**src/rtl/ubd_pkg.sv**
```systemverilog
package ubd_pkg;
  localparam int unsigned ADDR_W = 3;
  localparam logic [ADDR_W-1:0] A_DATA = 3'd0;
  localparam logic [ADDR_W-1:0] A_IER  = 3'd1;
  localparam logic [ADDR_W-1:0] A_LCR  = 3'd3;
  localparam int unsigned SEL_BIT = 7;
endpackage

```
**src/rtl/ubd_decode.sv**
```systemverilog
module ubd_decode
  import ubd_pkg::*;
#(
  parameter int unsigned LANES = 2
) (
  input  logic [ADDR_W-1:0] addr_i,
  input  logic              wr_i,
  input  logic              rd_i,
  input  logic              dlab_i,
  output logic [LANES-1:0]  lane_wr_o,
  output logic [LANES-1:0]  lane_rd_o,
  output logic              lcr_wr_o,
  output logic              lcr_rd_o,
  output logic              data_sel_o,
  output logic              ier_sel_o
);
  logic acc;
  assign acc = wr_i | rd_i;

  always_comb begin
    for (int i = 0; i < LANES; i++) begin
      lane_wr_o[i] = wr_i & dlab_i & (addr_i == ADDR_W'(int'(A_DATA) + i));
      lane_rd_o[i] = rd_i & dlab_i & (addr_i == ADDR_W'(int'(A_DATA) + i));
    end
  end

  assign lcr_wr_o   = wr_i & (addr_i == A_LCR);
  assign lcr_rd_o   = rd_i & (addr_i == A_LCR);
  assign data_sel_o = acc & ~dlab_i & (addr_i == A_DATA);
  assign ier_sel_o  = acc & ~dlab_i & (addr_i == A_IER);
endmodule

```
**src/rtl/ubd_regs.sv**
```systemverilog
module ubd_regs
  import ubd_pkg::*;
#(
  parameter int unsigned DATA_W  = 8,
  parameter int unsigned LANES   = 2,
  parameter int unsigned DIV_W   = DATA_W * LANES,
  parameter logic [DIV_W-1:0] RST_DIV = DIV_W'(2)
) (
  input  logic              clk_i,
  input  logic              rst_ni,
  input  logic [DATA_W-1:0] wdata_i,
  input  logic [LANES-1:0]  lane_wr_i,
  input  logic [LANES-1:0]  lane_rd_i,
  input  logic              lcr_wr_i,
  input  logic              lcr_rd_i,
  output logic              dlab_o,
  output logic [DIV_W-1:0]  div_q_o,
  output logic [DIV_W-1:0]  div_d_o,
  output logic              ld_o,
  output logic [DATA_W-1:0] rdata_o
);
  logic [DATA_W-1:0] lcr_q;
  logic [DIV_W-1:0]  div_q;
  logic [DIV_W-1:0]  div_d;

  always_ff @(posedge clk_i or negedge rst_ni) begin
    if (!rst_ni) lcr_q <= '0;
    else if (lcr_wr_i) lcr_q <= wdata_i;
  end

  for (genvar g = 0; g < LANES; g++) begin : g_lane
    assign div_d[g*DATA_W +: DATA_W] = lane_wr_i[g] ? wdata_i : div_q[g*DATA_W +: DATA_W];
  end

  always_ff @(posedge clk_i or negedge rst_ni) begin
    if (!rst_ni) div_q <= RST_DIV;
    else         div_q <= div_d;
  end

  always_comb begin
    rdata_o = '0;
    if (lcr_rd_i) rdata_o = lcr_q;
    for (int i = 0; i < LANES; i++)
      if (lane_rd_i[i]) rdata_o = div_q[i*DATA_W +: DATA_W];
  end

  assign dlab_o  = lcr_q[SEL_BIT];
  assign div_q_o = div_q;
  assign div_d_o = div_d;
  assign ld_o    = |lane_wr_i;
endmodule

```
**src/rtl/ubd_counter.sv**
```systemverilog
module ubd_counter #(
  parameter int unsigned DIV_W   = 16,
  parameter logic [DIV_W-1:0] RST_DIV = DIV_W'(2)
) (
  input  logic             clk_i,
  input  logic             rst_ni,
  input  logic             ld_i,
  input  logic [DIV_W-1:0] div_d_i,
  input  logic [DIV_W-1:0] div_q_i,
  output logic             tick_o
);
  localparam logic [DIV_W-1:0] ONE = DIV_W'(1);

  // 0 and 1 both bypass
  function automatic logic [DIV_W-1:0] eff(input logic [DIV_W-1:0] d);
    return (d < DIV_W'(2)) ? ONE : d;
  endfunction

  logic [DIV_W-1:0] cnt_q;

  always_ff @(posedge clk_i or negedge rst_ni) begin
    if (!rst_ni)            cnt_q <= eff(RST_DIV);
    else if (ld_i)          cnt_q <= eff(div_d_i);
    else if (cnt_q <= ONE)  cnt_q <= eff(div_q_i);
    else                    cnt_q <= cnt_q - ONE;
  end

  assign tick_o = (cnt_q == ONE);
endmodule

```
**src/rtl/uart_baud_div.sv**
```systemverilog
module uart_baud_div
  import ubd_pkg::*;
#(
  parameter int unsigned DATA_W  = 8,
  parameter int unsigned LANES   = 2,
  parameter int unsigned RST_DIV = 2
) (
  input  logic              clk_i,
  input  logic              rst_ni,
  input  logic [ADDR_W-1:0] addr_i,
  input  logic              wr_i,
  input  logic              rd_i,
  input  logic [DATA_W-1:0] wdata_i,
  output logic [DATA_W-1:0] rdata_o,
  output logic              tick_o,
  output logic              data_sel_o,
  output logic              ier_sel_o
);
  localparam int unsigned DIV_W = DATA_W * LANES;
  localparam logic [DIV_W-1:0] RST_VAL = DIV_W'(RST_DIV);

  logic [LANES-1:0] lane_wr, lane_rd;
  logic             lcr_wr, lcr_rd, dlab, ld;
  logic [DIV_W-1:0] div_q, div_d;

  ubd_decode #(.LANES(LANES)) u_dec (
    .addr_i(addr_i), .wr_i(wr_i), .rd_i(rd_i), .dlab_i(dlab),
    .lane_wr_o(lane_wr), .lane_rd_o(lane_rd),
    .lcr_wr_o(lcr_wr), .lcr_rd_o(lcr_rd),
    .data_sel_o(data_sel_o), .ier_sel_o(ier_sel_o)
  );

  ubd_regs #(.DATA_W(DATA_W), .LANES(LANES), .DIV_W(DIV_W), .RST_DIV(RST_VAL)) u_regs (
    .clk_i(clk_i), .rst_ni(rst_ni), .wdata_i(wdata_i),
    .lane_wr_i(lane_wr), .lane_rd_i(lane_rd),
    .lcr_wr_i(lcr_wr), .lcr_rd_i(lcr_rd),
    .dlab_o(dlab), .div_q_o(div_q), .div_d_o(div_d), .ld_o(ld),
    .rdata_o(rdata_o)
  );

  ubd_counter #(.DIV_W(DIV_W), .RST_DIV(RST_VAL)) u_cnt (
    .clk_i(clk_i), .rst_ni(rst_ni), .ld_i(ld),
    .div_d_i(div_d), .div_q_i(div_q), .tick_o(tick_o)
  );
endmodule

```
**config.mk**
```make
export PLATFORM = sky130hd
export DESIGN_NAME = uart_baud_div
export DESIGN_NICKNAME = d
export VERILOG_FILES = /design/src/rtl/ubd_pkg.sv /design/src/rtl/ubd_decode.sv /design/src/rtl/ubd_regs.sv /design/src/rtl/ubd_counter.sv /design/src/rtl/uart_baud_div.sv
export SDC_FILE = /design/constraint.sdc
export NUM_CORES = 1
export LEC_CHECK = 0
export ABC_AREA = 1
export BUFFER_PORTS_ARGS = -buffer_cell sky130_fd_sc_hd__buf_2
export CAP_MARGIN = 20
export CORE_MARGIN = 4
export CORE_UTILIZATION = 40
export DETAILED_ROUTE_END_ITERATION = 7
export GPL_ROUTABILITY_DRIVEN = 0
export SLEW_MARGIN = 0
export SYNTH_ARGS = -nofsm -noshare
export SYNTH_HDL_FRONTEND = slang
export SYNTH_HIERARCHICAL = 1
export SYNTH_SLANG_ARGS = --single-unit
```
**constraint.sdc**
```tcl
create_clock -name clk_i -period 4.1 [get_ports clk_i]
set_input_delay 1.025 -clock clk_i [delete_from_list [all_inputs] [get_ports clk_i]]
set_output_delay 1.025 -clock clk_i [all_outputs]
set_load 0.03 [all_outputs]
```
# Word level (Yosys, flattened, before mapping)
# Index checks and enable logic that the tools add are counted.
# word_totals
reg_bits	40
elab_cells	34
output_inout_bits	11
input_bits	15
# classes
add_sub_neg	1
n_reduce_logical	2
n_bitwise	13
n_eq_ne	3
magnitude_cmp	3
n_mux	9
# op_table
cell	n
two-way mux 16 bit	4
two-way mux 8 bit	5
< comparator 16 x 2 -> 1 bit (second input constant)	2
== test 16 x 1 -> 1 bit (second input constant)	1
less-or-equal comparator 16 x 1 -> 1 bit (second input constant)	1
subtractor 16 x 1 -> 16 bit (second input constant)	1
AND 1 bit	11
== test 3 x 1 -> 1 bit (second input constant)	1
== test 3 x 2 -> 1 bit (second input constant)	1
zero test 3 bit	1
OR reduction 2 bit	1
inverter 1 bit	1
bitwise OR 1 bit	1

# Longest topological paths before layout
# Gate-level depths: netlist of the first run.
# logic_depth
depth_word	6
depth_mapped	13

# By module
# The synthesis of the first run kept the hierarchy.
# by_module_without_submodules
mod	seq_area_each_um2	n_inst	area_each_um2	cells_each
ubd_counter	401.6	1	1418.9	241
ubd_regs	601.8	1	1166.1	163
ubd_decode	0.0	1	78.8	19

# Least setup slack after synthesis of the first run
# OpenSTA, ideal clock, no wires.
# synth_timing
kind	input to output
start	input addr_i[2]
end	output rdata_o[4]
t_arrival_ns	2.078
n_path_buf	2
setup_slack_ns	0.997
required_ns	3.075
path_stages	9
cell_sequence	nor2_2 > nand2_1 > nor2_1 > buf_6 > buf_8 > nand2_1 > nand2_1 > nor2_1 > nor2_1
# synth_between
elab_cells_between_ends	9
cone_classes	2 x eq/ne; 3 x mux; 3 x bitwise; 1 x reduce/logical
# synth_lines
item	line	text
from (decl)	uart_baud_div.sv:10	input logic [ADDR_W-1:0] addr_i,
zero test 3 bit	ubd_decode.sv:23	lane_rd_o[i] = rd_i & dlab_i & (addr_i == ADDR_W'(int'(A_DATA) + i));
AND 1 bit	ubd_decode.sv:23	
net lane_rd[0]	uart_baud_div.sv:22	logic [LANES-1:0] lane_wr, lane_rd;
two-way mux 8 bit (2 in series)	ubd_regs.sv:44	if (lane_rd_i[i]) rdata_o = div_q[i*DATA_W +: DATA_W];
to (decl)	uart_baud_div.sv:14	output logic [DATA_W-1:0] rdata_o,
# The timed path passes the listed nets, and every way through them passes these cells.

# Worst setup path after layout of the first run
# layout_timing
start	input addr_i[2]
end	output rdata_o[5]
# layout_between
elab_chain_len	5
elab_cells_between_ends	9
cone_classes	2 x eq/ne; 3 x mux; 3 x bitwise; 1 x reduce/logical
# layout_rtl
item	line	text
== test 3 x 2 -> 1 bit	ubd_decode.sv:28	assign lcr_rd_o = rd_i & (addr_i == A_LCR);
AND 1 bit	ubd_decode.sv:28	
net lcr_rd	uart_baud_div.sv:23	logic lcr_wr, lcr_rd, dlab, ld;
two-way mux 8 bit	ubd_regs.sv:42	if (lcr_rd_i) rdata_o = lcr_q;
two-way mux 8 bit (2 in series)	ubd_regs.sv:44	
# The timed path passes the listed nets, and every way through them passes these cells.

==> impl_metrics.env, run 1 <==
export IMPL_clock_latency_ns=0.30
export IMPL_max_freq_mhz=307.7
export IMPL_placed_area_um2=2825
export IMPL_path_class="primary input to primary output"
export IMPL_r2r_slack_ns=1.83
export IMPL_cts_hold_buf=0
export IMPL_critPathMaxStageDelay_ns=0.38
export IMPL_multiInputGateArea_um2=1454
export IMPL_vdd_ir_drop_max_uv=233.3
export IMPL_syn2layout_area_growth_pct=10.10
export IMPL_maxSlewViolCount=0
export IMPL_utilization=0.4567
export IMPL_setup_tns_ns=0
export IMPL_cts_reportedPaths_clkPinSlew_ns=0.07
export IMPL_power_frac_comb=0.412
export IMPL_synth_most_common_cell="nand2_1"
export IMPL_hold_path_startpoint="u_regs/lcr_q[2]"
export IMPL_routedWlPerCell_um=12.35
export IMPL_worst_pin_slew_ns=0.8803
export IMPL_vias_per_cell=4.667
export IMPL_cts_tree="done"
export IMPL_fp_dieH_um=89.61
export IMPL_regArea_um2=1003
export IMPL_crit_start="addr_i[2]"
export IMPL_num_io_pins=26
export IMPL_synth_seq_area_share=0.3767
export IMPL_netlist_area_um2=2664
export IMPL_route_detailed_drc=0
export IMPL_critical_path_slowest_cell="nor2_1"
export IMPL_status="completed"
export IMPL_setup_viol=0
export IMPL_r2r_end="u_cnt/cnt_q[2]"
export IMPL_track_usage=0.1843
export IMPL_path_cells="buf_2 > nand3b_1 > nor2_1 > nand2_1 > nor2_1 > nor2_1 > nor2_1 > buf_2"
export IMPL_diodes=0
export IMPL_powerDensity_nw_per_um2=565.2
export IMPL_clockPowerShare=0.197
export IMPL_syn_avg_cell_area_um2=6.297
export IMPL_grt_pass1_wl_mm=11.28
export IMPL_core_um2=6422
export IMPL_sw_frac_of_total=0.4294
export IMPL_p_int_mw=0.9459
export IMPL_final_hold_violation_count=0
export IMPL_layoutNonFillerInstCount=525
export IMPL_cts_resized_gates=0
export IMPL_yosysWarnings=6
export IMPL_synth_nets=440
export IMPL_ys_seq_elements=40
export IMPL_h_tree_depth=2
export IMPL_crit_path_start_kind="primary input"
export IMPL_ys_top_cells_by_count="nand2_1, nor2_1, dfrtp_1"
export IMPL_drt_wl_total_mm=6.484
export IMPL_overflow=0
export IMPL_synthCells=423
export IMPL_cp_data_arrival_time_ns=2.22
export IMPL_fin_crit_sh=0.7925
export IMPL_drtAntennaViolNets=0
export IMPL_port_buffers=25
export IMPL_initialDrtViolationCount=133
export IMPL_power_leakage_nw=1.710
export IMPL_rr_startpoint="u_regs/lcr_q[7]"
export IMPL_async_flop_share=1.000
export IMPL_cts_root_buf="clkbuf_8"
export IMPL_critPathMaxFanout=8
export IMPL_grt_max_degree=41
export IMPL_die_x_um=89.61
export IMPL_critPathCaptureType="primary output"
export IMPL_yosys_area_top_type="dfrtp_1"
export IMPL_numCtsBuffers=5
export IMPL_worstPathRequired_ns=3.07
export IMPL_drive_gt1_frac=0.1161
export IMPL_rsz0062_at_grt="no"
export IMPL_num_nets_final=464
export IMPL_p_seq_frac=0.391
export IMPL_worstRegToRegCells=8
export IMPL_final_cell_area_um2=2933
export IMPL_slew_headroom=0.4132
export IMPL_dr_pass1_iters=5
export IMPL_std_cell_rows=29
export IMPL_cts_buffer_depth=2
export IMPL_synth_area_top_cells="dfrtp_1, nand2_1, nor2_1"
export IMPL_layout_min_cycle_time_ns=3.249
export IMPL_synth_edff_count=0
export IMPL_yosysTopAreaCellShare=0.3570
export IMPL_grt_pass1_vias=2353
export IMPL_fill_cells=682
export IMPL_min_path_type="register to register"
export IMPL_hold_depth=2
export IMPL_grt_antenna_before_repair=0
export IMPL_start_util=0.4148
export IMPL_post_cts_setup_buffers=0
export IMPL_dr_total_vias=2450
export IMPL_place_inst=517
export IMPL_dp_hpwl_mm=5.165
export IMPL_synthFlopType="dfrtp_1"
export IMPL_ys_types=32
export IMPL_crit_path_frequent_cell="nor2_1"
export IMPL_die_area_um2=8029
export IMPL_finClkSkew_ns=0.007024
export IMPL_p_switching_mw=0.7118
export IMPL_whs_endpoint="u_regs/lcr_q[2]"
export IMPL_cts_sinks=40
export IMPL_cap_violations=0
-- metal layers --
metal,share of wire,wire [um],vias to the layer above,global-route usage
met4,0.021,138,0,0.06360
li1,-,-,1312,-
met2,0.43,2779,67,0.2839
met3,0.042,273,13,0.03011
met5,0,0,-,0
met1,0.51,3293,1058,0.2626
-- flip-flops by register name, indices dropped and copies added (netlist names) --
| name | flops |
|---|---|
| u_cnt/cnt_q | 16 |
| u_regs/div_q_o | 16 |
| u_regs/lcr_q | 8 |
-- through the flow --
step | hold WS, ns | total power [mW] | setup WS (ns)
2_1_floorplan | 0.4835 | 1.175 | 0.9972
3_3_place_gp | 0.5189 | 1.332 | 0.9191
3_5_place_dp | 0.5297 | 1.343 | 0.8384
4_1_cts | 0.5362 | 1.672 | 0.8308
5_1_grt | 0.5665 | 1.820 | 0.5864
6_report | 0.5353 | 1.658 | 0.8506
-- critical path: cells and delay by family --
family / cells / cell delay, ns
buffers and inverters: 2 / 0.32
and+or+nand+nor: 6 / 0.87
-- how the worst max path moves through the flow --
stage	end
after floorplan	rdata_o[4]
after global placement	rdata_o[4]
after detailed placement	rdata_o[5]
after CTS	rdata_o[5]
after global routing	rdata_o[3]
final	rdata_o[5]
-- cell usage in the layout (no fill, tap or decap), types with 2 or more instances in the layout --
cell type  instances
nor2_4             2
nand2_4            3
dfstp_2            2
nand3b_1           4
nor2_2             4
nand4_1            2
clkbuf_8           5
buf_2             25
nand2_1          218
inv_2              2
inv_1             29
xor2_1             3
clkinv_1           2
nor2_1            73
xnor2_1            2
ha_1               2
o21ai_0           10
dfrtp_1           38
nand3_1            6
buf_4              3
o21ai_1            2
-- power by group through the flow --
stage | clock [mW] | combinational [mW] | sequential (mW)
2_1_floorplan | 0 | 0.558 | 0.617
3_3_place_gp | 0 | 0.676 | 0.656
3_5_place_dp | 0 | 0.687 | 0.656
4_1_cts | 0.334 | 0.689 | 0.648
5_1_grt | 0.354 | 0.794 | 0.672
6_report | 0.326 | 0.683 | 0.649
-- cells by family after synthesis --
group | share of synthesized area
buffers and inverters | 0.07750
xor gates and xnor gates | 0.01644
adders and majority gates | 0.009393
and+or+nand+nor | 0.4918
AOI/OAI and AO/OA | 0.02819
DFF | 0.3767
-- cell type report --
class | count | area share
well taps | 77 | 0.03285
repair buffers | 28 | 0.05034
inverters | 33 | 0.04224
multi-input cells | 339 | 0.4957
flip-flops and latches | 40 | 0.3421
clock buffers | 6 | 0.02474
clock inverters | 2 | 0.01195
(Power assumes the default switching activity.)
==> run 2: changes to the inputs <==
- clock period: 4.1 -> 2.9 ns (I/O delays scaled with it)
==> impl_metrics.env, run 2 (synthesis results as in run 1) <==
export IMPL_status="completed"
export IMPL_cts_root_buf="clkbuf_8"
export IMPL_critical_path_slowest_cell="nor2_1"
export IMPL_hold_depth=2
export IMPL_std_cell_rows=29
export IMPL_worstRegToRegCells=11
export IMPL_drt_wl_total_mm=6.583
export IMPL_layoutNonFillerInstCount=527
export IMPL_initialDrtViolationCount=107
export IMPL_numCtsBuffers=5
export IMPL_max_freq_mhz=377.5
export IMPL_p_seq_frac=0.392
export IMPL_die_area_um2=8029
export IMPL_final_cell_mix="nand2_1, nor2_1, dfrtp_1, inv_1, buf_2"
export IMPL_grt_pass1_vias=2407
export IMPL_place_inst=519
export IMPL_layout_min_cycle_time_ns=2.649
export IMPL_place_ws_ns=0.2440
export IMPL_final_common_cell="nand2_1"
export IMPL_vias_per_cell=4.681
export IMPL_cts_resized_gates=0
export IMPL_setup_tns_ns=0
export IMPL_min_path_type="register to register"
export IMPL_grt_antenna_before_repair=0
export IMPL_dp_hpwl_mm=5.272
export IMPL_cap_violations=0
export IMPL_route_detailed_drc=0
export IMPL_diodes=0
export IMPL_track_usage=0.1841
export IMPL_core_um2=6422
export IMPL_fin_crit_sh=0.9135
export IMPL_routedWlPerCell_um=12.49
export IMPL_start_util=0.4148
export IMPL_syn2layout_area_growth_pct=10.80
export IMPL_p_switching_mw=1.011
export IMPL_power_leakage_nw=1.719
export IMPL_num_nets_final=466
export IMPL_drive_gt1_frac=0.1222
export IMPL_final_hold_violation_count=0
export IMPL_dr_total_vias=2467
export IMPL_crit_family="simple AND/OR/NAND/NOR gates"
export IMPL_p_int_mw=1.338
export IMPL_setup_viol=0
export IMPL_cp_data_arrival_time_ns=1.92
export IMPL_worstPathRequired_ns=2.17
export IMPL_die_x_um=89.61
export IMPL_num_io_pins=26
export IMPL_sw_frac_of_total=0.4303
export IMPL_vdd_ir_drop_max_uv=361.8
export IMPL_finClkSkew_ns=0.006114
export IMPL_powerDensity_nw_per_um2=795.8
export IMPL_crit_path_start_kind="primary input"
export IMPL_worst_path_stages=8
export IMPL_clock_latency_ns=0.29
export IMPL_path_class="primary input to primary output"
export IMPL_overflow=0
export IMPL_rsz0062_at_grt="no"
export IMPL_cts_buffer_depth=2
export IMPL_dr_pass1_iters=4
export IMPL_post_cts_setup_buffers=0
export IMPL_drtAntennaViolNets=0
export IMPL_clockPowerShare=0.196
export IMPL_crit_path_frequent_cell="nor2_1"
export IMPL_cts_sinks=40
export IMPL_slew_headroom=0.3844
export IMPL_port_buffers=25
export IMPL_grt_pass1_wl_mm=11.40
export IMPL_cts_hold_buf=0
export IMPL_power_frac_comb=0.412
export IMPL_critPathMaxFanout=8
export IMPL_critPathCaptureType="primary output"
export IMPL_cts_tree="done"
export IMPL_path_cells="buf_2 > nand3b_1 > nor2_1 > nand2_1 > nor2_1 > nor2_1 > nor2_1 > buf_2"
export IMPL_cts_reportedPaths_clkPinSlew_ns=0.08
export IMPL_worst_path_buf_inv=2
export IMPL_maxSlewViolCount=0
export IMPL_worst_pin_slew_ns=0.9235
export IMPL_fp_dieH_um=89.61
export IMPL_h_tree_depth=2
export IMPL_grt_max_degree=41
export IMPL_setup_ws_ns=0.2508
export IMPL_critPathMaxStageDelay_ns=0.37
==> run 2: changes by cell type in the layout (fill, tap and decap cells not counted) <==
cell | previous run | this run
buf_4 | 3 | 5
clkbuf_1 | 1 | 0
clkinvlp_4 | 0 | 1
==> run 2: per-layer routing <==
metal	share of wire	GRT usage	wire [um]
met4	0.020	0.07037	133
met2	0.45	0.2992	2935
met5	0	0	0
met3	0.040	0.02555	262
met1	0.49	0.2489	3251
==> run 2: final cells by class <==
class	instances	area, um^2
fill	705	3471
multi-input combinational	339	1454
sequential	40	1003
timing repair buffer	30	162.7
inverter	33	123.9
tap	77	96.34
clock buffer	5	68.82
clock inverter	3	42.54
==> run 2: metrics by stage <==
stage / util / power [mW] / hold slack (ns) / area [um^2]
after global routing: 0.4596 / 2.589 / 0.5657 / 2952
after CTS: 0.4596 / 2.380 / 0.5478 / 2952
after detailed placement: 0.4422 / 1.907 / 0.5275 / 2840
final: 0.4596 / 2.349 / 0.5432 / 2952
after global placement: 0.4422 / 1.886 / 0.5163 / 2840
after floorplan: - / 1.661 / 0.4294 / 2664
==> run 2: worst reg2reg max path, cell delays in order (launching register included) <==
cell and delay, ns:
dfrtp_1 0.42, nand2_1 0.10, nor2_1 0.21, clkinv_1 0.27, nand2_1 0.13, nand2_1 0.09
nor2_1 0.12, nand4_1 0.12, nand3b_1 0.17, nand2_1 0.06, nand2_1 0.04, nand2_1 0.06
==> run 2: path summary, 6_finish.rpt <==
check	to	start	slack (ns)
setup / recovery	rdata_o[7]	addr_i[2]	0.25
hold / removal	u_regs/lcr_q[4]	u_regs/lcr_q[4]	0.54
setup reg to reg	u_cnt/cnt_q[0]	u_regs/lcr_q[7]	1.06
hold reg to reg	u_regs/lcr_q[4]	u_regs/lcr_q[4]	0.54
max in group asynchronous	u_cnt/cnt_q[0]	rst_ni	1.75
min in group asynchronous	u_regs/lcr_q[4]	rst_ni	0.55
==> run 2: power by group through the flow <==
stage	logic (mW)	clock network, mW	registers, mW
global route	1.13	0.507	0.953
global placement	0.957	0	0.929
CTS	0.980	0.479	0.921
floorplan	0.788	0	0.872
finish	0.968	0.460	0.922
detailed placement	0.976	0	0.931
